## config.mk

```make
export PLATFORM = sky130hd
export DESIGN_NAME = i2c_scl_gen
export DESIGN_NICKNAME = d
export VERILOG_FILES = /design/src/rtl/i2c_scl_gen_pkg.sv /design/src/rtl/i2c_scl_gen_presc.sv /design/src/rtl/i2c_scl_gen_phase.sv /design/src/rtl/i2c_scl_gen.sv
export SDC_FILE = /design/constraint.sdc
export NUM_CORES = 1
export LEC_CHECK = 0
export BUFFER_PORTS_ARGS = -buffer_cell sky130_fd_sc_hd__buf_2
export CELL_PAD_IN_SITES_DETAIL_PLACEMENT = 1
export CELL_PAD_IN_SITES_GLOBAL_PLACEMENT = 2
export CORE_MARGIN = 2
export CORE_UTILIZATION = 30
export CTS_CLUSTER_SIZE = 14
export DETAILED_ROUTE_END_ITERATION = 12
export PLACE_DENSITY_LB_ADDON = 0.1
export REMOVE_ABC_BUFFERS = 1
export SLEW_MARGIN = 20
export SYNTH_ARGS = -nofsm -noshare
export SYNTH_HDL_FRONTEND = slang
export SYNTH_HIERARCHICAL = 1
export SYNTH_SLANG_ARGS = --single-unit
export TNS_END_PERCENT = 1
```

## constraint.sdc

```tcl
create_clock -name clk_i -period 12.23 [get_ports clk_i]
set_clock_uncertainty 0.15 [all_clocks]
set_input_delay 2.446 -clock clk_i [delete_from_list [all_inputs] [get_ports clk_i]]
set_output_delay 2.446 -clock clk_i [all_outputs]
set_load 0.01 [all_outputs]
```

## src/rtl/i2c_scl_gen_pkg.sv

```systemverilog
package i2c_scl_gen_pkg;

   typedef enum logic [1:0] {
      SG_IDLE = 2'd0,
      SG_LOW  = 2'd1,
      SG_HIGH = 2'd2
   } sg_state_e;

   // Padding, in module-clock ticks, added to each serial-clock phase
   function automatic int unsigned phase_pad(input int unsigned psc);
      if (psc == 0)      return 7;
      else if (psc == 1) return 6;
      else               return 5;
   endfunction

endpackage

```

## src/rtl/i2c_scl_gen_presc.sv

```systemverilog
module i2c_scl_gen_presc #(
   parameter int unsigned PSC_W         = 8,
   parameter bit          HAS_PRESCALER = 1'b1
) (
   input  logic             clk_i,
   input  logic             rst_ni,
   input  logic             run_i,
   input  logic [PSC_W-1:0] psc_i,
   output logic             tick_o
);

   generate
      if (HAS_PRESCALER) begin : g_div
         logic [PSC_W-1:0] cnt_q;
         logic             wrap;

         assign wrap   = (cnt_q == psc_i);
         assign tick_o = run_i && wrap;

         always_ff @(posedge clk_i or negedge rst_ni) begin
            if (!rst_ni)      cnt_q <= '0;
            else if (!run_i)  cnt_q <= '0;
            else if (wrap)    cnt_q <= '0;
            else              cnt_q <= cnt_q + 1'b1;
         end
      end else begin : g_bypass
         logic unused_psc;
         assign unused_psc = ^{psc_i, clk_i, rst_ni};
         assign tick_o     = run_i;
      end
   endgenerate

endmodule

```

## src/rtl/i2c_scl_gen_phase.sv

```systemverilog
module i2c_scl_gen_phase #(
   parameter int unsigned CNT_W = 8,
   localparam int unsigned LIM_W = CNT_W + 1
) (
   input  logic             clk_i,
   input  logic             rst_ni,
   input  logic             run_i,
   input  logic             tick_i,
   input  logic [LIM_W-1:0] limit_i,
   output logic             done_o
);

   logic [LIM_W-1:0] cnt_q;

   assign done_o = tick_i && (cnt_q == limit_i - 1'b1);

   always_ff @(posedge clk_i or negedge rst_ni) begin
      if (!rst_ni)      cnt_q <= '0;
      else if (!run_i)  cnt_q <= '0;
      else if (done_o)  cnt_q <= '0;
      else if (tick_i)  cnt_q <= cnt_q + 1'b1;
   end

endmodule

```

## src/rtl/i2c_scl_gen.sv

```systemverilog
module i2c_scl_gen
   import i2c_scl_gen_pkg::*;
#(
   parameter int unsigned PSC_W         = 8,
   parameter int unsigned CNT_W         = 8,
   parameter bit          HAS_PRESCALER = 1'b1
) (
   input  logic             clk_i,
   input  logic             rst_ni,
   input  logic             en_i,
   input  logic [PSC_W-1:0] psc_i,
   input  logic [CNT_W-1:0] low_i,
   input  logic [CNT_W-1:0] high_i,
   output logic             scl_o
);

   localparam int unsigned LIM_W = CNT_W + 1;

   generate
      if (PSC_W < 2) begin : g_bad_psc
         $error("i2c_scl_gen: PSC_W must be at least 2");
      end
      if (CNT_W < 3) begin : g_bad_cnt
         $error("i2c_scl_gen: CNT_W must be at least 3");
      end
   endgenerate

   sg_state_e        state_q;
   logic [PSC_W-1:0] psc_q;
   logic [CNT_W-1:0] low_q;
   logic [CNT_W-1:0] high_q;
   logic [PSC_W-1:0] psc_eff;
   logic             active;
   logic             run;
   logic             tick;
   logic             phase_done;
   logic [LIM_W-1:0] pad;
   logic [LIM_W-1:0] limit;

   assign psc_eff = HAS_PRESCALER ? psc_q : '0;
   assign active  = (state_q != SG_IDLE);
   assign run     = active && en_i;
   assign pad     = LIM_W'(phase_pad(int'(psc_eff)));
   assign limit   = (state_q == SG_HIGH) ? ({1'b0, high_q} + pad)
                                         : ({1'b0, low_q}  + pad);
   assign scl_o   = (state_q != SG_LOW);

   i2c_scl_gen_presc #(
      .PSC_W        (PSC_W),
      .HAS_PRESCALER(HAS_PRESCALER)
   ) u_presc (
      .clk_i (clk_i),
      .rst_ni(rst_ni),
      .run_i (run),
      .psc_i (psc_eff),
      .tick_o(tick)
   );

   i2c_scl_gen_phase #(
      .CNT_W(CNT_W)
   ) u_phase (
      .clk_i  (clk_i),
      .rst_ni (rst_ni),
      .run_i  (run),
      .tick_i (tick),
      .limit_i(limit),
      .done_o (phase_done)
   );

   always_ff @(posedge clk_i or negedge rst_ni) begin
      if (!rst_ni) begin
         state_q <= SG_IDLE;
         psc_q   <= '0;
         low_q   <= '0;
         high_q  <= '0;
      end else if (!en_i) begin
         state_q <= SG_IDLE;
      end else begin
         unique case (state_q)
            SG_IDLE: begin
               psc_q   <= psc_i;
               low_q   <= low_i;
               high_q  <= high_i;
               state_q <= SG_LOW;
            end
            SG_LOW: begin
               if (phase_done) state_q <= SG_HIGH;
            end
            SG_HIGH: begin
               if (phase_done) begin
                  psc_q   <= psc_i;
                  low_q   <= low_i;
                  high_q  <= high_i;
                  state_q <= SG_LOW;
               end
            end
            default: state_q <= SG_IDLE;
         endcase
      end
   end

endmodule

```

# Word-level counts from Yosys, hierarchy flattened
# Index checks and enable logic that the tools add are counted.
# word_totals
wordCells,48
ff_bits,43
output_inout_bits,1
in_bits,27
# op_classes
addsub,5
mux,18
reduce_logical,9
n_eq_ne,10
# ops
operator,n
$pmux 8 s2,3
$mux 9,5
$mux 8,5
$add 8x9->9,2
$add 9x1->9 const B,1
$eq 9x9->1,1
$ne 3x3->1 const B,3
$sub 9x1->9 const B,1
$add 8x1->8 const B,1
$eq 8x1->1 const B,1
$eq 8x8->1,1
$logic_not 8->1,1
$mux 2,4
$pmux 2 s3,1
$reduce_bool 2->1,2
$logic_and 1x1->1,3
$reduce_and 3->1,1
$eq 2x1->1 const B,1
$eq 2x2->1 const B,1
$logic_not 2->1,1
$ne 2x1->1 const B,1
$ne 2x2->1 const B,1
$reduce_and 2->1,1

# Logic depth before layout (Yosys ltp)
# Gate-level depths: netlist of the first run.
# depth
ltp_word,11
ltp_mapped,20
ltp_nobuf,18

# Hierarchy
# The synthesis of the first run kept the hierarchy.
# modules_own_cells
module,n_inst,area_each_um2,seq_area_each_um2,cells_each
i2c_scl_gen,1,1511.4,650.6,108
i2c_scl_gen_phase,1,794.5,225.2,92
i2c_scl_gen_presc,1,500.5,200.2,46

# Least setup slack after synthesis of the first run
# OpenSTA, ideal clock, no wires.
# synth_timing
path_type,input to register
startpoint,in en_i
endpoint,reg high_q[0]
stages,11
setup_slack_ns,6.976
setup_ns,0.125
t_arrival_ns,4.979
n_path_buf,2
required_ns,11.955
cell_sequence,o21a_1 and3_1 clkbuf_1 o211ai_1 a211oi_1 nand2_1 nor4b_1 o21ai_4 nor2_4 buf_12 mux2_4
# synth_between
elab_chain_cells,5
# synth_rtl
item,line,rtl
from (decl),i2c_scl_gen.sv:10,"input logic en_i,"
$logic_and 1x1->1,i2c_scl_gen.sv:42,assign run = active && en_i;
$logic_and 1x1->1,i2c_scl_gen_presc.sv:18,assign tick_o = run_i && wrap;
net tick,i2c_scl_gen.sv:35,logic tick;
$logic_and 1x1->1,i2c_scl_gen_phase.sv:15,assign done_o = tick_i && (cnt_q == limit_i - 1'b1);
net phase_done,i2c_scl_gen.sv:36,logic phase_done;
$ne 2x2->1 (no source line),--,
$reduce_and 3->1 (no source line),--,
to (signal assigned),i2c_scl_gen.sv:83,high_q <= high_i;
to (signal assigned),i2c_scl_gen.sv:93,high_q <= high_i;
to (decl),i2c_scl_gen.sv:31,logic [CNT_W-1:0] high_q;
# The timed path passes the listed nets, and every way through them passes these cells.
# A chain may end at the register's enable or synchronous reset.

# Worst setup path in the final report of the first run
# layout_timing
startpoint,reg state_q[0]
endpoint,reg low_q[1]
# layout_between
elab_chain_cells,7
word_cells_on_any_way,13
classes_between,1 x add/sub; 3 x eq/ne; 2 x mux; 7 x reduce/logical
# layout_rtl
item,line,rtl
from (decl),i2c_scl_gen.sv:28,sg_state_e state_q;
from (signal assigned),i2c_scl_gen.sv:72,state_q <= SG_IDLE;
from (signal assigned),i2c_scl_gen.sv:77,state_q <= SG_IDLE;
from (signal assigned),i2c_scl_gen.sv:84,state_q <= SG_LOW;
$eq 2x2->1,i2c_scl_gen.sv:44,"assign limit = (state_q == SG_HIGH) ? ({1'b0, high_q} + pad)"
$mux 9,i2c_scl_gen.sv:44,
net limit[3],i2c_scl_gen.sv:38,logic [LIM_W-1:0] limit;
$sub 9x1->9,i2c_scl_gen_phase.sv:15,
$eq 9x9->1,i2c_scl_gen_phase.sv:15,
$logic_and 1x1->1,i2c_scl_gen_phase.sv:15,
net phase_done,i2c_scl_gen.sv:36,
$ne 2x2->1 (no source line),--,
$reduce_and 3->1 (no source line),--,
to (signal assigned),i2c_scl_gen.sv:82,low_q <= low_i;
to (signal assigned),i2c_scl_gen.sv:92,low_q <= low_i;
to (decl),i2c_scl_gen.sv:30,logic [CNT_W-1:0] low_q;
# The timed path passes the listed nets, and every way through them passes these cells.

==> metrics.csv, run 1 <==
stage,metric,value,unit
outcome,status,"finished, final reports clean",
critical_path,cp.required,12270,ps
clock_tree,numClockSinks,43,
critical_path,rr_worst_depth,15,
grt,globalRoute.totalOverflow,0,
detailed_routing,drt_first_pass_iters,4,
logic_synthesis,synthMuxAreaShare,15.56,%
critical_path,r2r-start,state_q[0]$_DFFE_PN0P_,
worst_hold_path,hp-start,high_q[7]$_DFFE_PN0P_,
logic_synthesis,synth_area_per_cell,11.41,um2
logic_synthesis,yosys.area_share.simple,16.27,%
detailed_routing,viasPerCell,4.966,
logic_synthesis,yosysSeqAreaShare,38.34,%
finish,instances_no_fill,386,
worst_hold_path,hold_depth,1,
job,drv_cap,0,
detailed_routing,drt-initial-drc-count,62,
placement,placed_cell_area,3005,um2
logic_synthesis,syn_inst,246,
clock_tree,ctsHoldBuffers,0,
timing,fmax,0.1653,GHz
clock_tree,cts_root_buf,clkbuf_8,
timing,rsz0062_at_grt,no,
worst_hold_path,holdPathEnd,high_q[7]$_DFFE_PN0P_,
logic_synthesis,synth_top_area_cell,dfrtp_1,
die,core.rowCount,35,
clock_tree,cts_tree,yes,
power,swShare,33.33,%
finish,drive_above_1_share,29.09,%
logic_synthesis,synth-seq-cells,43,
clock_tree,htreeDepth,2,
power,vdd.ir_drop.worst,0.04943,mV
power,comb_power_share,27.6,%
timing,period_share,49.46,%
power,p_leak,1.283,nW
logic_synthesis,yosys.area_share.xor_xnor,11.15,%
clock_tree,cts_buffers,5,
logic_synthesis,synth-edff-count,0,
placement,portBuffers,27,
finish,antennaDiodeCount,0,
logic_synthesis,yosys.area.top_type_share,38.34,%
finish,area_delta_synth_final,10.21,%
timing,worstMarginPinSlew,905.2,ps
logic_synthesis,synth_top_family_by_area,simple AND/OR/NAND/NOR gates,
power,internal-power,0.2425,mW
critical_path,reg2reg_to,low_q[1]$_DFFE_PN0P_,
power,p_sw,0.1212,mW
placement,gp_routability_congestion,0.6993,
placement,dpl.hpwl,4627,um
clock_tree,post-cts-setup-buffers,0,
timing,min_period,6049,ps
die,ioPinCount,28,
critical_path,worstPathArrival,6090,ps
clock_tree,clock_path_buffers,2,
logic_synthesis,synth_compound_area_share,10.79,%
detailed_routing,ant_nets,0,
finish,final_common_cell,dfrtp_1,
finish,final_cell_mix,"dfrtp_1 (43), buf_2 (26), xor2_1 (22)",
timing,tns,0,ps
detailed_routing,drc,0,
placement,dp.cells,378,
die,core,9153,um2
power,pwr-share-seq,45.9,%
logic_synthesis,synth_fa_ha_area_share,2.942,%
timing,finalSetupViolCount,0,
logic_synthesis,synth_area,2806,um2
grt,grt_pass1_vias,2074,
critical_path,critPathCaptureType,register,
detailed_routing,wl,6249,um
power,pwr-share-clk,26.4,%
critical_path,cp-start-kind,register,
die,die_y,100.7,um
grt,grt_pass1_wl,10720,um
logic_synthesis,ys_dominant_reg_cell,dfrtp_1,
die,die_w,100.7,um
grt,grt_usage,13.47,%
finish,fin_nets,307,
clock_tree,cts_resized,0,
timing,slew_violations,0,
worst_hold_path,hold_class,reg -> reg,
die,dieArea,10140,um2
clock_tree,path_clk_slew,100,ps
detailed_routing,wire_per_inst,16.19,um
grt,antenna_found_initial,0,
detailed_routing,num_vias,1917,
logic_synthesis,synthTopCellsByArea,"dfrtp_1 (38%), mux2_4 (11%), xor2_1 (6.9%)",
grt,grt_max_degree,44,
logic_synthesis,synthArstFlopShare,100.0,%
timing,final_hold_viol_count,0,
critical_path,crit_fanout,24,
finish,n_fill_cell,1024,
die,start_util,30.66,%
timing,slew-limit-headroom,39.51,%
logic_synthesis,yosysWarnings,6,
logic_synthesis,ys_types,55,
finish,finish.instance_area,3093,um2
power,powerDensity,117.6,nW/um2
clock_tree,insertion_delay,300,ps
critical_path,critPathKind,reg -> reg,
critical_path,reg2reg_setup_slack,6180,ps
## metal layers
layer / share of wire [%] / track usage, %
met1: 52 / 19.03
met2: 45 / 21.23
met3: 2.3 / 2.011
met4: 0.99 / 4.110
met5: 0 / 0
## cell usage after synthesis, drive strengths merged (2+ instances only)
cell type  instances
xor2              24
mux2i              8
nor2              13
o21a               2
ha                 5
nand4              5
nor2b              3
and3               2
or4                2
nand3              9
nand2             14
a221oi             4
dfrtp             43
inv               13
nor4               5
o211ai             3
a21oi              4
nor3               4
nand3b             5
mux2              25
o31ai              2
o21ai             11
clkbuf             2
xnor2             10
or3                5
a211oi             7
buf                6
## worst max path at each step
stage | from | to | slack (ps)
after global placement | en_i | low_q[0]$_DFFE_PN0P_ | 6190
final | state_q[0]$_DFFE_PN0P_ | low_q[1]$_DFFE_PN0P_ | 6180
after detailed placement | en_i | low_q[0]$_DFFE_PN0P_ | 6080
after CTS | state_q[0]$_DFFE_PN0P_ | low_q[1]$_DFFE_PN0P_ | 6140
after floorplan | en_i | low_q[0]$_DFFE_PN0P_ | 6780
after global routing | state_q[0]$_DFFE_PN0P_ | low_q[0]$_DFFE_PN0P_ | 5670
## state kept, by name (all words and copies together), names as in the netlist
signal               cells
psc_eff                  8
high_q                   8
u_presc/g_div.cnt_q      8
u_phase/cnt_q            9
low_q                    8
state_q                  2
## worst max-delay path, cell delays in order, from the launching register on
cell and delay [ps]:
dfrtp_1 510, nor2b_4 420, mux2i_1 400, inv_1 80, ha_1 300, a21oi_1 180, o211ai_2 140, xnor2_1 270
nor3b_1 790, xor2_1 150, o31ai_1 420, a221oi_4 140, nor4b_1 750, o21ai_4 100, nor2_4 710, mux2_2 410
## area by class of cell
type                       instances  area [um2]  area share [%]
clock buffer                       6       72.57           2.346
clock inverter                     2       12.51          0.4045
inverter                          13       48.80           1.578
multi-input combinational        182        1592           51.46
sequential                        43        1076           34.79
tap                              111       138.9           4.490
timing repair buffer              29       152.6           4.935
## power by group through the flow
stage / combinational [mW] / clock (mW) / sequential, mW
global placement: 0.0996 / 0 / 0.170
CTS: 0.101 / 0.101 / 0.167
finish: 0.101 / 0.0961 / 0.167
detailed placement: 0.101 / 0 / 0.170
floorplan: 0.0767 / 0 / 0.166
global route: 0.112 / 0.106 / 0.169
## cells by family after synthesis
group                    after synthesis
AO/OA/AOI/OAI                         37
adder cells (fa/ha/maj)                6
XOR/XNOR                              34
AND/OR/NAND/NOR                       72
flip-flops                            43
multiplexers                          33
buffers and inverters                 21
## stage by stage
| stage | util, % | power [mW] | hold slack (ps) | setup slack (ps) |
|---|---|---|---|---|
| final | 33.79 | 0.3637 | 366.4 | 6181 |
| after global routing | 33.79 | 0.3870 | 392.7 | 5667 |
| after CTS | 33.77 | 0.3702 | 373.5 | 6136 |
| after detailed placement | 32.84 | 0.2712 | 348.6 | 6081 |
| after global placement | 32.84 | 0.2697 | 349.0 | 6194 |
| after floorplan | - | 0.2431 | 326.2 | 6779 |
No activity file was read; power rests on OpenSTA's default activity.
==> run 2: changes to the inputs <==
- ABC_AREA: default -> 1
- clock period: 12.23 -> 5.8 ns (I/O delays scaled with it)
==> run 2 against run 1 <==
  * Synthesized cell count rose by 65%
  * Cell area rose by 4.3%
  * Combinational power rose to 2.7 times the previous value
  * Utilization rose by 1.1 points
  * Sequential share of layout area fell by 1.4 points
  * Count of clock-buffer cells in the layout did not move
  * Highest routed layer unchanged
==> metrics.csv, run 2 <==
stage,metric,value,unit
outcome,status,"finished, final reports clean",
clock_tree,cts_buffers,5,
clock_tree,clock_path_buffers,2,
critical_path,cp-start-kind,register,
timing,fmax,0.2239,GHz
die,die_w,101.5,um
detailed_routing,wire_per_inst,12.24,um
logic_synthesis,synthArstFlopShare,100.0,%
logic_synthesis,yosys.area.top_type_share,37.74,%
timing,fin_ws,1333,ps
timing,hold_ws,341.5,ps
timing,slew_violations,0,
die,dieArea,10300,um2
logic_synthesis,ys_types,33,
power,powerDensity,275.5,nW/um2
finish,area_delta_synth_final,13.12,%
grt,globalRoute.totalOverflow,0,
grt,grt_usage,14.99,%
placement,portBuffers,27,
detailed_routing,wl,6906,um
placement,dp.cells,556,
timing,final_hold_viol_count,0,
detailed_routing,viasPerCell,4.312,
finish,n_fill_cell,1197,
job,drv_cap,0,
logic_synthesis,yosysMostFrequentCell,nand2_1,
clock_tree,cts_resized,0,
power,vdd.ir_drop.worst,0.1326,mV
finish,largest-register,u_phase/cnt_q,
worst_hold_path,hold_depth,2,
placement,gp_routability_congestion,0.7919,
clock_tree,cts_tree,yes,
finish,finish.instance_area,3226,um2
die,start_util,30.86,%
clock_tree,cts_root_buf,clkbuf_8,
detailed_routing,drt-initial-drc-count,53,
logic_synthesis,syn_inst,406,
power,p_total,0.8885,mW
finish,antennaDiodeCount,0,
finish,instances_no_fill,564,
detailed_routing,ant_nets,0,
detailed_routing,drt_first_pass_iters,4,
placement,placed_cell_area,3105,um2
grt,grt_pass1_vias,2528,
die,core,9240,um2
critical_path,cp.required,5870,ps
logic_synthesis,synth-seq-cells,43,
timing,finalSetupViolCount,0,
die,die_y,101.5,um
logic_synthesis,ys_dominant_reg_cell,dfrtp_1,
clock_tree,post-cts-setup-buffers,0,
logic_synthesis,yosysSeqAreaShare,37.74,%
die,core.rowCount,35,
clock_tree,ctsHoldBuffers,0,
finish,multiInputGateArea,1456,um2
finish,post-route-util,34.91,%
grt,grt_pass1_wl,12120,um
die,ioPinCount,28,
power,p_leak,1.707,nW
clock_tree,htreeDepth,2,
logic_synthesis,synth_area_per_cell,7.023,um2
finish,final_common_cell,nand2_1,
timing,worstMarginPinSlew,717.3,ps
logic_synthesis,yosysWarnings,6,
clock_tree,path_clk_slew,90,ps
timing,tns,0,ps
placement,dpl.hpwl,5405,um
logic_synthesis,synth_area,2851,um2
finish,final_cell_mix,"nand2_1 (124), inv_1 (66), nor2_1 (45)",
logic_synthesis,synth-edff-count,0,
placement,dp_slack,1306,ps
finish,fin_nets,467,
detailed_routing,drc,0,
logic_synthesis,synth_common_cells,"nand2_1 (124), inv_1 (66), nor2_1 (45)",
finish,drive_above_1_share,15.40,%
logic_synthesis,synthTopCellsByArea,"dfrtp_1 (38%), nand2_1 (16%), inv_1 (8.7%)",
timing,period_share,77.01,%
grt,grt_max_degree,44,
clock_tree,numClockSinks,43,
detailed_routing,num_vias,2432,
critical_path,critPathCaptureType,register,
timing,slew-limit-headroom,51.95,%
critical_path,critPathKind,reg -> reg,
timing,min_period,4467,ps
critical_path,rr_worst_depth,23,
timing,rsz0062_at_grt,no,
finish,regArea,1076,um2
grt,antenna_found_initial,0,
critical_path,worstPathArrival,4540,ps
worst_hold_path,hold_class,reg -> reg,
clock_tree,insertion_delay,300,ps
logic_synthesis,synth_top_area_cell,dfrtp_1,
critical_path,crit_fanout,31,
finish,largest_reg_flops,9,
==> run 2: changes by cell type in the layout (fill, tap and decap cells not counted), moves of 13 or more <==
cell     delta
nand2_1   +110
inv_1      +54
nor2_1     +33
mux2_4     -20
xor2_1     -14
nand3_1    +13
==> run 2: worst max-delay path, cell delays in order, from the launching register on <==
cell and delay, ps:
dfrtp_1 520, inv_2 170, nor2_1 80, or2_2 270, o21ai_0 150, inv_1 80, ha_1 300, a21oi_1 200
inv_1 60, nor2_1 150, nor2_2 50, nand2_1 50, nand2_1 110, nor2_1 190, nand2_1 80, nor2_1 110
xor2_1 180, nor2_2 70, nand2_4 120, inv_1 130, o211ai_4 620, buf_4 350, nor2_1 60, a21oi_1 120
==> run 2: path summary, 6_finish.rpt <==
kind,start,to,slack (ps)
setup / recovery,state_q[1]$_DFFE_PN0P_,low_q[6]$_DFFE_PN0P_,1330
hold / removal,high_q[1]$_DFFE_PN0P_,high_q[1]$_DFFE_PN0P_,340
setup reg to reg,state_q[1]$_DFFE_PN0P_,low_q[6]$_DFFE_PN0P_,1330
hold reg to reg,high_q[1]$_DFFE_PN0P_,high_q[1]$_DFFE_PN0P_,340
max in group asynchronous,rst_ni,high_q[2]$_DFFE_PN0P_,4400
min in group asynchronous,rst_ni,u_presc/g_div.cnt_q[3]$_DFF_PN0_,710
==> run 2: logic make-up after synthesis <==
group,Yosys count,share of synthesized area [%]
AND/OR/NAND/NOR,223,35.24
AO/OA/AOI/OAI,40,7.723
flip-flops,43,37.74
XOR/XNOR,16,4.915
adder cells (fa/ha/maj),6,2.896
buffers and inverters,78,11.50
==> run 2: final cells by class <==
cell class	instances	area share, %
multi-input combinational	285	45.15
sequential	43	33.36
inverter	71	8.340
tap	129	5.004
timing repair buffer	28	4.500
clock buffer	6	2.560
clock inverter	2	1.086
==> run 2: where the power goes <==
group	switching (mW)	internal [mW]	total [mW]
registers	0.0265	0.336	0.363
clock network	0.109	0.140	0.249
logic	0.181	0.0960	0.277
total	0.317	0.572	0.888
==> run 2: layer usage <==
layer  vias up  global-route usage (%)  wire [um]
met5         -                       0          0
met4         0                   4.054         49
met3         2                   1.932        115
met2        19                   26.13       3317
met1      1120                   19.58       3424
li1       1291                       -          -
==> run 3: changes to the inputs <==
- clock period: 5.8 -> 3.7 ns (I/O delays scaled with it)
==> run 3 against run 2 <==
  * Via count rose by 7.2%
  * Critical path depth rose by 2
  * Power up 71%
  * Worst hold slack got worse by 58 ps
  * Die area stayed put
  * Register-to-register slack worse by 1100 ps
  * Combinational power increased by 110%
  * Global-route usage up 0.94 points
  * Non-clock buffer count is 28 higher
  * Utilization up 4.2 points
  * Flip-flop and latch count did not move
  * Largest cell class unchanged
==> metrics.csv, run 3 (synthesis results as in run 2) <==
stage,metric,value,unit
timing,slew-limit-headroom,57.71,%
finish,largest_reg_flops,9,
grt,grt_usage,15.94,%
detailed_routing,ant_nets,0,
grt,grt_max_degree,44,
timing,period_share,93.42,%
placement,dp.cells,562,
timing,final_hold_viol_count,0,
detailed_routing,drt-initial-drc-count,38,
clock_tree,path_clk_slew,80,ps
detailed_routing,wl,7657,um
placement,portBuffers,27,
outcome,status,"finished, final reports clean",
timing,tns,0,ps
finish,fin_nets,495,
critical_path,critPathKind,reg -> reg,
timing,min_period,3456,ps
finish,final_cell_mix,"nand2_1 (122), inv_1 (61), dfrtp_1 (42)",
timing,finalSetupViolCount,0,
finish,regArea,1077,um2
die,ioPinCount,28,
detailed_routing,drc,0,
power,p_leak,1.866,nW
die,dieArea,10300,um2
finish,final_common_cell,nand2_1,
timing,slew_violations,0,
power,vdd.ir_drop.worst,0.1677,mV
critical_path,crit_fanout,12,
critical_path,worstPathArrival,3520,ps
power,powerDensity,419.8,nW/um2
die,core.rowCount,35,
worst_hold_path,hold_class,in -> async,
finish,antennaDiodeCount,0,
critical_path,critPathCaptureType,register,
grt,globalRoute.totalOverflow,0,
finish,area_delta_synth_final,26.63,%
die,start_util,30.86,%
clock_tree,cts_tree,yes,
finish,instances_no_fill,591,
grt,grt_pass1_wl,12930,um
finish,largest-register,u_phase/cnt_q,
detailed_routing,wire_per_inst,12.96,um
die,die_w,101.5,um
detailed_routing,num_vias,2608,
timing,fmax,0.2893,GHz
clock_tree,insertion_delay,300,ps
clock_tree,cts_root_buf,clkbuf_8,
finish,post-route-util,39.08,%
die,die_y,101.5,um
finish,n_fill_cell,1159,
clock_tree,htreeDepth,2,
clock_tree,cts_buffers,5,
placement,dpl.hpwl,5504,um
job,drv_cap,0,
clock_tree,numClockSinks,43,
critical_path,cp-start-kind,register,
grt,grt_pass1_vias,2691,
placement,gp_routability_congestion,0.7363,
grt,antenna_found_initial,0,
critical_path,cp.required,3760,ps
finish,drive_above_1_share,25.11,%
die,core,9240,um2
timing,worstMarginPinSlew,632.1,ps
finish,multiInputGateArea,1556,um2
clock_tree,clock_path_buffers,2,
detailed_routing,drt_first_pass_iters,4,
detailed_routing,viasPerCell,4.413,
-- run 3: changes by cell type in the layout (fill, tap and decap cells not counted), sizes merged --
cell,previous run,this run
inv,71,70
clkbuf,6,8
buf,28,54
-- run 3: timing repair --
| action | 4_1_cts | 5_1_grt |
|---|---|---|
| resized for setup | 6 | 34 |
| gates cloned | 1 | 2 |
| buffers inserted | 0 | 19 |
| endpoints found under the setup margin | 25 | 26 |
| hold buffers | 0 | 0 |
| pin swaps | 0 | 11 |
-- run 3: metal layers --
layer / vias up / wire, um / share of wire (%) / track usage, %
met5: - / 0 / 0 / 0
met4: 0 / 84 / 1.1 / 3.430
met3: 6 / 114 / 1.5 / 2.622
met2: 21 / 3858 / 50 / 28.02
met1: 1234 / 3600 / 47 / 20.61
li1: 1347 / - / - / -
-- run 3: stage by stage --
stage | worst slack, ps | power (mW) | cell area (um2) | hold WS [ps]
2_1_floorplan | -454.9 | 0.8901 | 2793 | 294.4
3_3_place_gp | -21.07 | 1.026 | 3163 | 316.3
3_5_place_dp | -98.15 | 1.040 | 3163 | 323.2
4_1_cts | 13.96 | 1.436 | 3309 | 342.5
5_1_grt | -37.48 | 1.652 | 3611 | 312.4
6_report | 243.6 | 1.516 | 3611 | 283.4
-- run 3: report_power, final --
group	total (mW)	internal, mW	switching [mW]
Sequential	0.570	0.527	0.0427
Clock	0.366	0.198	0.168
Combinational	0.579	0.242	0.337
-- run 3: final cells by class --
cell class / instances / share of cell area (%)
Timing Repair Buffer: 56 / 12.16
Inverter: 71 / 7.588
Sequential cell: 43 / 29.83
Clock buffer: 6 / 2.010
Tap cell: 129 / 4.470
Clock inverter: 1 / 0.8316
Multi-Input combinational cell: 285 / 43.10
-- run 3: worst max-delay path, cell delays in order, from the launching register on --
cell and delay, ps:
dfrtp_2 460, clkinv_4 120, nand2_8 100, nand2_1 50, nand2_1 80, ha_2 180
inv_2 40, fa_2 430, nand3_4 90, nand3_1 90, nand2_1 110, nand2_4 70
buf_4 130, nor2_1 80, nand2_1 70, nor2_1 100, nand2_1 60, nand2_1 60
nand2_1 90, nor2_4 120, nand2_4 70, inv_4 70, o211ai_4 80, buf_12 150
clkbuf_16 160, o21ai_0 170
-- run 3: worst paths after layout --
| kind | from | end | slack, ps | cells past startpoint |
|---|---|---|---|---|
| max | state_q[0]$_DFFE_PN0P_ | low_q[3]$_DFFE_PN0P_ | 240 | 25 |
| min | rst_ni | u_presc/g_div.cnt_q[5]$_DFF_PN0_ | 280 | 1 |
| max reg2reg | state_q[0]$_DFFE_PN0P_ | low_q[3]$_DFFE_PN0P_ | 240 | 25 |
| min reg2reg | low_q[0]$_DFFE_PN0P_ | low_q[0]$_DFFE_PN0P_ | 340 | 2 |
| max in group asynchronous | rst_ni | state_q[0]$_DFFE_PN0P_ | 2690 | 1 |
| min in group clk_i | low_q[0]$_DFFE_PN0P_ | low_q[0]$_DFFE_PN0P_ | 340 | 2 |
